--- config.mk ---
export PLATFORM = sky130hd
export DESIGN_NAME = pterm_array
export DESIGN_NICKNAME = d
export VERILOG_FILES = /design/src/rtl/pta_pkg.sv /design/src/rtl/pta_cfg_loader.sv /design/src/rtl/pta_and_plane.sv /design/src/rtl/pta_or_plane.sv /design/src/rtl/pterm_array.sv
export SDC_FILE = /design/constraint.sdc
export NUM_CORES = 1
export LEC_CHECK = 0
export CAP_MARGIN = 10
export CORE_MARGIN = 10
export CORE_UTILIZATION = 35
export DETAILED_ROUTE_END_ITERATION = 8
export DONT_BUFFER_PORTS = 1
export PLACE_DENSITY_LB_ADDON = 0.25
export SETUP_SLACK_MARGIN = 0.02
export SLEW_MARGIN = 5
export SYNTH_ARGS = -nofsm -noshare
export SYNTH_HDL_FRONTEND = slang
export SYNTH_HIERARCHICAL = 1
export SYNTH_SLANG_ARGS = --single-unit
--- constraint.sdc ---
create_clock -name clk -period 3.1 [get_ports clk]
set_input_delay 0.775 -clock clk [delete_from_list [all_inputs] [get_ports clk]]
set_output_delay 0.775 -clock clk [all_outputs]
set_load 0.005 [all_outputs]
--- src/rtl/pta_pkg.sv ---
`timescale 1ns/1ps
package pta_pkg;
    typedef enum logic [1:0] {
        CFG_IDLE   = 2'd0,
        CFG_FILL   = 2'd1,
        CFG_COMMIT = 2'd2
    } cfg_state_e;
endpackage

--- src/rtl/pta_cfg_loader.sv ---
`timescale 1ns/1ps
module pta_cfg_loader #(
    parameter int NF = 32
) (
    input  logic          clk,
    input  logic          rst_n,
    input  logic          shift_i,
    input  logic          data_i,
    input  logic          load_i,
    output logic [NF-1:0] map_o
);
    import pta_pkg::*;

    cfg_state_e    state_q, state_d;
    logic          commit_en;
    logic [NF-1:0] shadow_q;
    logic [NF-1:0] active_q;

    // state register
    always_ff @(posedge clk or negedge rst_n) begin
        if (!rst_n) state_q <= CFG_IDLE;
        else        state_q <= state_d;
    end

    // next-state logic
    always_comb begin
        state_d = state_q;
        unique case (state_q)
            CFG_IDLE: begin
                if (load_i)       state_d = CFG_COMMIT;
                else if (shift_i) state_d = CFG_FILL;
            end
            CFG_FILL: begin
                if (load_i) state_d = CFG_COMMIT;
            end
            CFG_COMMIT: begin
                if (load_i) state_d = CFG_COMMIT;
                else        state_d = CFG_IDLE;
            end
            default: state_d = CFG_IDLE;
        endcase
    end

    // state outputs
    always_comb begin
        commit_en = (state_q == CFG_COMMIT);
    end

    // serial shadow map, first bit ends in the MSB
    always_ff @(posedge clk or negedge rst_n) begin
        if (!rst_n)       shadow_q <= '1;
        else if (shift_i) shadow_q <= {shadow_q[NF-2:0], data_i};
    end

    // active map seen by the array
    always_ff @(posedge clk or negedge rst_n) begin
        if (!rst_n)         active_q <= '1;
        else if (commit_en) active_q <= shadow_q;
    end

    assign map_o = active_q;
endmodule

--- src/rtl/pta_and_plane.sv ---
`timescale 1ns/1ps
module pta_and_plane #(
    parameter int NL = 4,
    parameter int NT = 8
) (
    input  logic [NL-1:0]    lines_i,
    input  logic [NT*NL-1:0] fuses_i,
    output logic [NT-1:0]    terms_o
);
    for (genvar t = 0; t < NT; t++) begin : g_term
        logic [NL-1:0] row;
        logic          all_lines_true;
        logic          row_empty;
        assign row            = fuses_i[t*NL +: NL];
        assign all_lines_true = &(lines_i | row);
        assign row_empty      = &row;
        assign terms_o[t]     = all_lines_true & ~row_empty;
    end
endmodule

--- src/rtl/pta_or_plane.sv ---
`timescale 1ns/1ps
module pta_or_plane #(
    parameter int NO  = 2,
    parameter int NPT = 4
) (
    input  logic [NO*NPT-1:0] terms_i,
    output logic [NO-1:0]     sum_o
);
    for (genvar o = 0; o < NO; o++) begin : g_sum
        assign sum_o[o] = |terms_i[o*NPT +: NPT];
    end
endmodule

--- src/rtl/pterm_array.sv ---
`timescale 1ns/1ps
module pterm_array #(
    parameter int N_IN   = 2,
    parameter int N_OUT  = 2,
    parameter int N_PT   = 4,
    parameter bit USE_FB = 1'b0
) (
    input  logic             clk,
    input  logic             rst_n,
    input  logic             cfg_shift,
    input  logic             cfg_data,
    input  logic             cfg_load,
    input  logic [N_IN-1:0]  in_pins,
    input  logic [N_OUT-1:0] fb_in,
    output logic [N_OUT-1:0] sum_out
);
    localparam int N_SRC_ALL = N_IN + N_OUT;
    localparam int NL_ALL    = 2 * N_SRC_ALL;
    localparam int N_SRC_MAP = USE_FB ? N_SRC_ALL : N_IN;
    localparam int NL_MAP    = 2 * N_SRC_MAP;
    localparam int N_TERMS   = N_OUT * N_PT;
    localparam int NF        = N_TERMS * NL_MAP;

    logic [NF-1:0]             stream_map;
    logic [NF-1:0]             nat_map;
    logic [N_TERMS*NL_ALL-1:0] full_map;
    logic [N_SRC_ALL-1:0]      src;
    logic [NL_ALL-1:0]         lines;
    logic [N_TERMS-1:0]        terms;

    pta_cfg_loader #(.NF(NF)) u_cfg (
        .clk     (clk),
        .rst_n   (rst_n),
        .shift_i (cfg_shift),
        .data_i  (cfg_data),
        .load_i  (cfg_load),
        .map_o   (stream_map)
    );

    // stream bit k (first shifted = MSB) becomes natural index k
    for (genvar j = 0; j < NF; j++) begin : g_rev
        assign nat_map[j] = stream_map[NF-1-j];
    end

    // widen each row to every line; absent feedback lines stay blown
    for (genvar t = 0; t < N_TERMS; t++) begin : g_row
        if (USE_FB) begin : g_fb
            assign full_map[t*NL_ALL +: NL_ALL] = nat_map[t*NL_MAP +: NL_MAP];
        end else begin : g_nofb
            assign full_map[t*NL_ALL +: NL_ALL] =
                {{(NL_ALL-NL_MAP){1'b1}}, nat_map[t*NL_MAP +: NL_MAP]};
        end
    end

    assign src = {fb_in, in_pins};

    for (genvar i = 0; i < N_SRC_ALL; i++) begin : g_line
        assign lines[2*i]   = src[i];
        assign lines[2*i+1] = ~src[i];
    end

    pta_and_plane #(.NL(NL_ALL), .NT(N_TERMS)) u_and (
        .lines_i (lines),
        .fuses_i (full_map),
        .terms_o (terms)
    );

    pta_or_plane #(.NO(N_OUT), .NPT(N_PT)) u_or (
        .terms_i (terms),
        .sum_o   (sum_out)
    );
endmodule

==> results of run 1 <==
-- kinds of logic (layout without fill, tap and decap cells) --
group | after synthesis | count (layout) | synth area share, %
other | 1 | 64 | 0.118
flip-flops | 66 | 66 | 54.6
buffers and inverters | 20 | 20 | 4.62
multiplexers | 64 | 64 | 26.3
AND/OR/NAND/NOR | 29 | 29 | 5.92
AO/OA/AOI/OAI | 41 | 41 | 8.45
-- layer usage --
layer	vias up	GRT usage [%]
li1	904	-
met1	927	12.0
met3	13	2.55
met5	-	0
met4	0	5.69
met2	33	13.6
-- layout make-up --
cell class              count  area [µm²]  share of cell area (%)
flip-flops and latches     66        1730                    48.1
multi-input cells         198        1530                    42.5
clock buffers              13         149                    4.14
well taps                 108         135                    3.75
clock inverters             3        40.0                    1.11
inverters                   4        15.0                   0.417
-- synthesized netlist by cell type --
cell,count
a21boi_0,1
nand2b_4,1
buf_12,3
inv_1,4
o21a_1,8
or4_1,2
mux2_4,30
mux2_2,34
buf_6,1
buf_2,7
o22ai_1,32
conb_1,1
dfstp_2,64
nor4_1,8
nand4_1,16
clkbuf_2,5
nor2_1,1
dfrtp_1,2
nor3_1,1
-- state kept, by name (all words and copies together) (netlist names) --
register,count
u_cfg/map_o,32
u_cfg/state_q,2
u_cfg/shadow_q,32
-- through the flow --
| step | cell area (µm²) | setup WS, ns | instances | hold slack, ns | utilization (%) |
|---|---|---|---|---|---|
| 6_report | 3600 | 0.447 | 392 | 0.121 | 41.1 |
| 5_1_grt | 3600 | 0.399 | 392 | 0.0917 | 41.1 |
| 4_1_cts | 3600 | 0.448 | 392 | 0.0989 | 41.1 |
| 3_5_place_dp | 3410 | 0.472 | 376 | 0.477 | 38.9 |
| 3_3_place_gp | 3410 | 0.489 | 376 | 0.461 | 38.9 |
| 2_1_floorplan | 3410 | 0.554 | 284 | 0.453 | - |
-- path summary, 6_finish.rpt --
check | to | cells past startpoint | slack (ns)
worst min register to register | u_cfg/state_q[1]$_DFFE_PN0P_ | 1 | 0.48
max in group asynchronous | u_cfg/shadow_q[11]$_DFFE_PN1P_ | 0 | 2.78
worst min-delay path | u_cfg/state_q[1]$_DFFE_PN0P_ | 0 | 0.12
min in group clk | u_cfg/state_q[1]$_DFFE_PN0P_ | 1 | 0.48
worst max register to register | u_cfg/map_o[0]$_DFFE_PN1N_ | 2 | 1.69
worst max-delay path | sum_out[1] | 5 | 0.45
-- report_power, final --
group	switching (W)	leakage, nW	internal [W]	total [W]
Sequential	0.000282	0.695	0.00144	0.00172
Clock	0.000301	0.0974	0.000392	0.000692
Combinational	0.000164	0.771	0.000426	0.000590
==> metrics, run 1 <==
initial drt markers=68; final setup vio count=0; Clock Root Buffer=clkbuf_8; number of buffers and inverters on the critical path=1; DRT met1 WL=2.66 mm; critical path's slowest cell=or4_1; Skew-Pair Late Insertion Delay=0.34 ns; maximum clock path buffer count=2; H-tree depth=3; Core Box Area=8760 µm²; status=finished, final reports clean; CTS tree=built; maximum achievable frequency=377 MHz; clock sinks=66; power per cell area=833 nW/µm²; Resized Gates After CTS=0; Setup Skew=0.0120 ns; initial antenna violation count=0; placer's final routability congestion estimate=0.741; Cell Area, Synth=3170 µm²; CP cell instances=inv_1 > o22ai_1 > nor4_1 > o21a_1 > or4_1; drt drc=0; Starting Density=36.2%; fin crit share=85.6%; site row count=34; Seq/Total Area, Yosys=54.6%; nets=288; post-synth top area share=53.0%; Die W=115 µm; CTS buffer count=9; beginning of the critical path=in_pins[0]; Post-Route Setup TNS=0 ns; DRT Wirelength=5.63 mm; most frequent cells in the layout=conb_1, dfstp_2, mux2_2, o22ai_1, mux2_4; leakage=1.56 nW; Slew Viols, Final=0; Synth area leaders=dfstp_2, mux2_4, mux2_2; Global Route Usage Sum=9.34%; clock transition at the registers of the reported paths=0.07 ns; minimum clock period=2.65 ns; CTS Hold Buffers Added=0; synth unique cells=19; Syn Inst Count=221; Slew Limit Headroom=58.2%; number of global-route vias before repair=1,859; Worst setup SP type=input pin; # Post-CTS Setup Buffers=0; post-DP HPWL=3.72 mm; r2r startpoint=u_cfg/state_q[1]$_DFFE_PN0P_; uppermost routed layer=met4; worst path required time=2.32 ns; I/O pin total=11; Filler Cell Count=828; Setup crit end kind=primary output; CP peak stage delay=0.56 ns; Setup CP Type=input pin to primary output; Crit path max-delay family=simple AND/OR/NAND/NOR gates; worst-path fanout max=9; min-delay worst type=input pin to async pin; met3 WL=189 µm; met2 WL=2.63 mm; IO Port Bufs=0; chip height=115 µm; first-pass GRT wire length=9.72 mm; antenna-violating nets left=0; share of cells above drive strength 1=50.0%; number of synthesis warnings=6; Final Hold Fails=0; DRT Pass-1 Iters=4; VDD IR max=0.214 mV; global route overflow=0; Via Count=1,877; pin count of the biggest net entering global routing=67; RSZ-0062 raised after global routing=false; Critical Path AT=1.88 ns; worst slew pin tran=0.628 ns; n_diodes=0; synthesis-to-layout area growth=13.5%; Syn Area/Cell=14.3 µm²; flops & latches, synth=66; Synth area leader=dfstp_2; Via density=4.79; die area=13,300 µm²; WL per Instance=14.4 µm; total power=0.00300 W; maxcap violations=0
No activity file was read; power rests on OpenSTA's default activity.
==> inputs of run 2 (changes only) <==
==> constraint.sdc (replaced) <==
create_clock -name clk -period 3.1 [get_ports clk]
set_input_delay 0.31 -clock clk [delete_from_list [all_inputs] [get_ports clk]]
set_output_delay 0.31 -clock clk [all_outputs]
set_load 0.005 [all_outputs]
==> metrics, run 2 (synthesis gave the netlist of run 1 again) <==
I/O pin total=11 (unchanged); minimum clock period=2.04 ns (-0.609 ns); Seq pwr share=56.5% (-0.8 points); DRT Wirelength=5.67 mm (+0.76%); Starting Density=36.2% (unchanged); Int Pwr=0.00227 W (+0.93%); Critical Path AT=1.73 ns (-0.15 ns); Worst setup SP type=flip-flop; Setup Skew=0.00852 ns (-0.00346 ns); Switch Pwr=0.000767 W (+2.8%); Slew Limit Headroom=58.7% (+0.53 points); share of cells above drive strength 1=50.5% (+0.53 points); pin count of the biggest net entering global routing=67 (unchanged); initial drt markers=76 (+12%); RSZ-0062 raised after global routing=false; site row count=34 (unchanged); pre-CTS setup slack=1.38 ns (+0.912 ns); Via density=4.76 (-0.57%); FF/Latch Area=1730 µm² (unchanged); antenna-violating nets left=0 (unchanged); global route overflow=0 (unchanged); Setup crit end kind=primary output; clock sinks=66 (unchanged); synthesis-to-layout area growth=14.9%; Via Count=1,871 (-0.32%); first-pass GRT wire length=9.77 mm (+0.57%); placer's final routability congestion estimate=0.772 (+4.1%); post-route setup slack=1.06 ns (+0.609 ns); VDD IR max=0.238 mV (+11%); CP cell instances=nand4_1 > o21a_1 > or4_1; clock power share=23.5% (+0.4 points); Sw Share=25.2% (+0.35 points); Setup CP Type=flip-flop to primary output; Core Box Area=8760 µm² (unchanged); Filler Cell Count=811 (-2.1%); WL per Instance=14.4 µm (+0.51%); IO Port Bufs=0 (unchanged); CTS buffer count=9 (unchanged); chip height=115 µm (unchanged); maxcap violations=0 (unchanged); Skew-Pair Late Insertion Delay=0.34 ns (about the same); Final Hold Fails=0 (unchanged); clock transition at the registers of the reported paths=0.07 ns (about the same); fin crit share=66.0% (-20 points); CTS tree=built; min-delay worst type=input pin to flip-flop; Logic pwr share=20.0% (+0.3 points); worst slew pin tran=0.619 ns (-0.00835 ns); CP peak stage delay=0.58 ns (+0.02 ns); power per cell area=835 nW/µm² (+0.18%); H-tree depth=3 (unchanged); status=finished, final reports clean; Multi-input gate area=1530 µm² (unchanged); worst path required time=2.79 ns (+0.47 ns); worst-path fanout max=3 (-6); Slew Viols, Final=0 (unchanged); n_diodes=0 (unchanged); maximum achievable frequency=489 MHz (+30%); critical path's slowest cell=or4_1; Post-Route Setup TNS=0 ns (unchanged); DRT Pass-1 Iters=4 (unchanged); # Post-CTS Setup Buffers=0 (unchanged); number of global-route vias before repair=1,910 (+2.7%); leakage=1.58 nW (+1.4%); initial antenna violation count=0 (unchanged); drt drc=0 (unchanged); Global Route Usage Sum=9.36% (+0.022 points); post-DP HPWL=3.75 mm (+0.64%); most frequent cells in the layout=conb_1, dfstp_2, mux2_2, o22ai_1, mux2_4; die area=13,300 µm² (unchanged); Final Core Density=41.6% (+0.50 points); Clock Root Buffer=clkbuf_8; maximum clock path buffer count=2 (unchanged); final setup vio count=0 (unchanged); nets=290 (+0.69%); Die W=115 µm (unchanged)
run 2: changes by cell type in the layout (fill, tap and decap cells not counted), sizes merged:
cell         change
buf              +1
dlygate4sd3      +1
clkbuf           -1
run 2: critical path, delay by kind of cell (launching register included):
kind	cells	cell delay, ns
simple gates	2	0.67
compound gates	1	0.16
flops	1	0.56
run 2: area by class of cell:
cell class / count / area share [%]
clock buffers: 12 / 4.26
clock inverters: 3 / 1.10
inverters: 4 / 0.412
multi-input cells: 198 / 42.0
flip-flops and latches: 66 / 47.5
well taps: 108 / 3.71
repair buffers: 2 / 1.03
run 2: layer usage:
metal	vias to the layer above	global-route usage, %	part of all wire [%]
met5	-	0	0
met4	0	5.12	1.9
met3	7	3.28	4.0
met2	32	14.0	48
met1	934	11.5	47
li1	898	-	-
run 2: timing repair:
item	in CTS	in global routing
resized for setup	0	0
hold buffers	2	0
hold endpoints to repair	66	0
run 2: metrics by stage:
step / total power [W] / cell area (µm²) / std cells / hold WS [ns]
after floorplan: 0.00219 / 3410 / 284 / 0.0144
after global placement: 0.00231 / 3410 / 376 / 0.0163
after detailed placement: 0.00233 / 3410 / 376 / 0.0169
after CTS: 0.00308 / 3640 / 393 / 0.0137
after global routing: 0.00322 / 3640 / 393 / 0.00997
final: 0.00304 / 3640 / 393 / 0.0323
run 2: power groups by stage:
| stage | logic, W | registers [W] | clock network (W) |
|---|---|---|---|
| after global routing | 0.000665 | 0.00178 | 0.000777 |
| after detailed placement | 0.000594 | 0.00173 | 0 |
| after global placement | 0.000576 | 0.00173 | 0 |
| after floorplan | 0.000576 | 0.00161 | 0 |
| final | 0.000610 | 0.00172 | 0.000714 |
| after CTS | 0.000614 | 0.00172 | 0.000742 |
run 2: final timing paths:
path	depth (start not counted)	start	to	slack (ns)
max	3	u_cfg/map_o[8]$_DFFE_PN1N_	sum_out[1]	1.06
min	1	cfg_load	u_cfg/state_q[0]$_DFFE_PN0P_	0.03
max reg2reg	2	u_cfg/state_q[1]$_DFFE_PN0P_	u_cfg/map_o[31]$_DFFE_PN1N_	1.70
min reg2reg	1	u_cfg/state_q[0]$_DFFE_PN0P_	u_cfg/state_q[1]$_DFFE_PN0P_	0.50
max in group asynchronous	2	rst_n	u_cfg/map_o[10]$_DFFE_PN1N_	2.28
min in group asynchronous	2	rst_n	u_cfg/state_q[0]$_DFFE_PN0P_	0.51
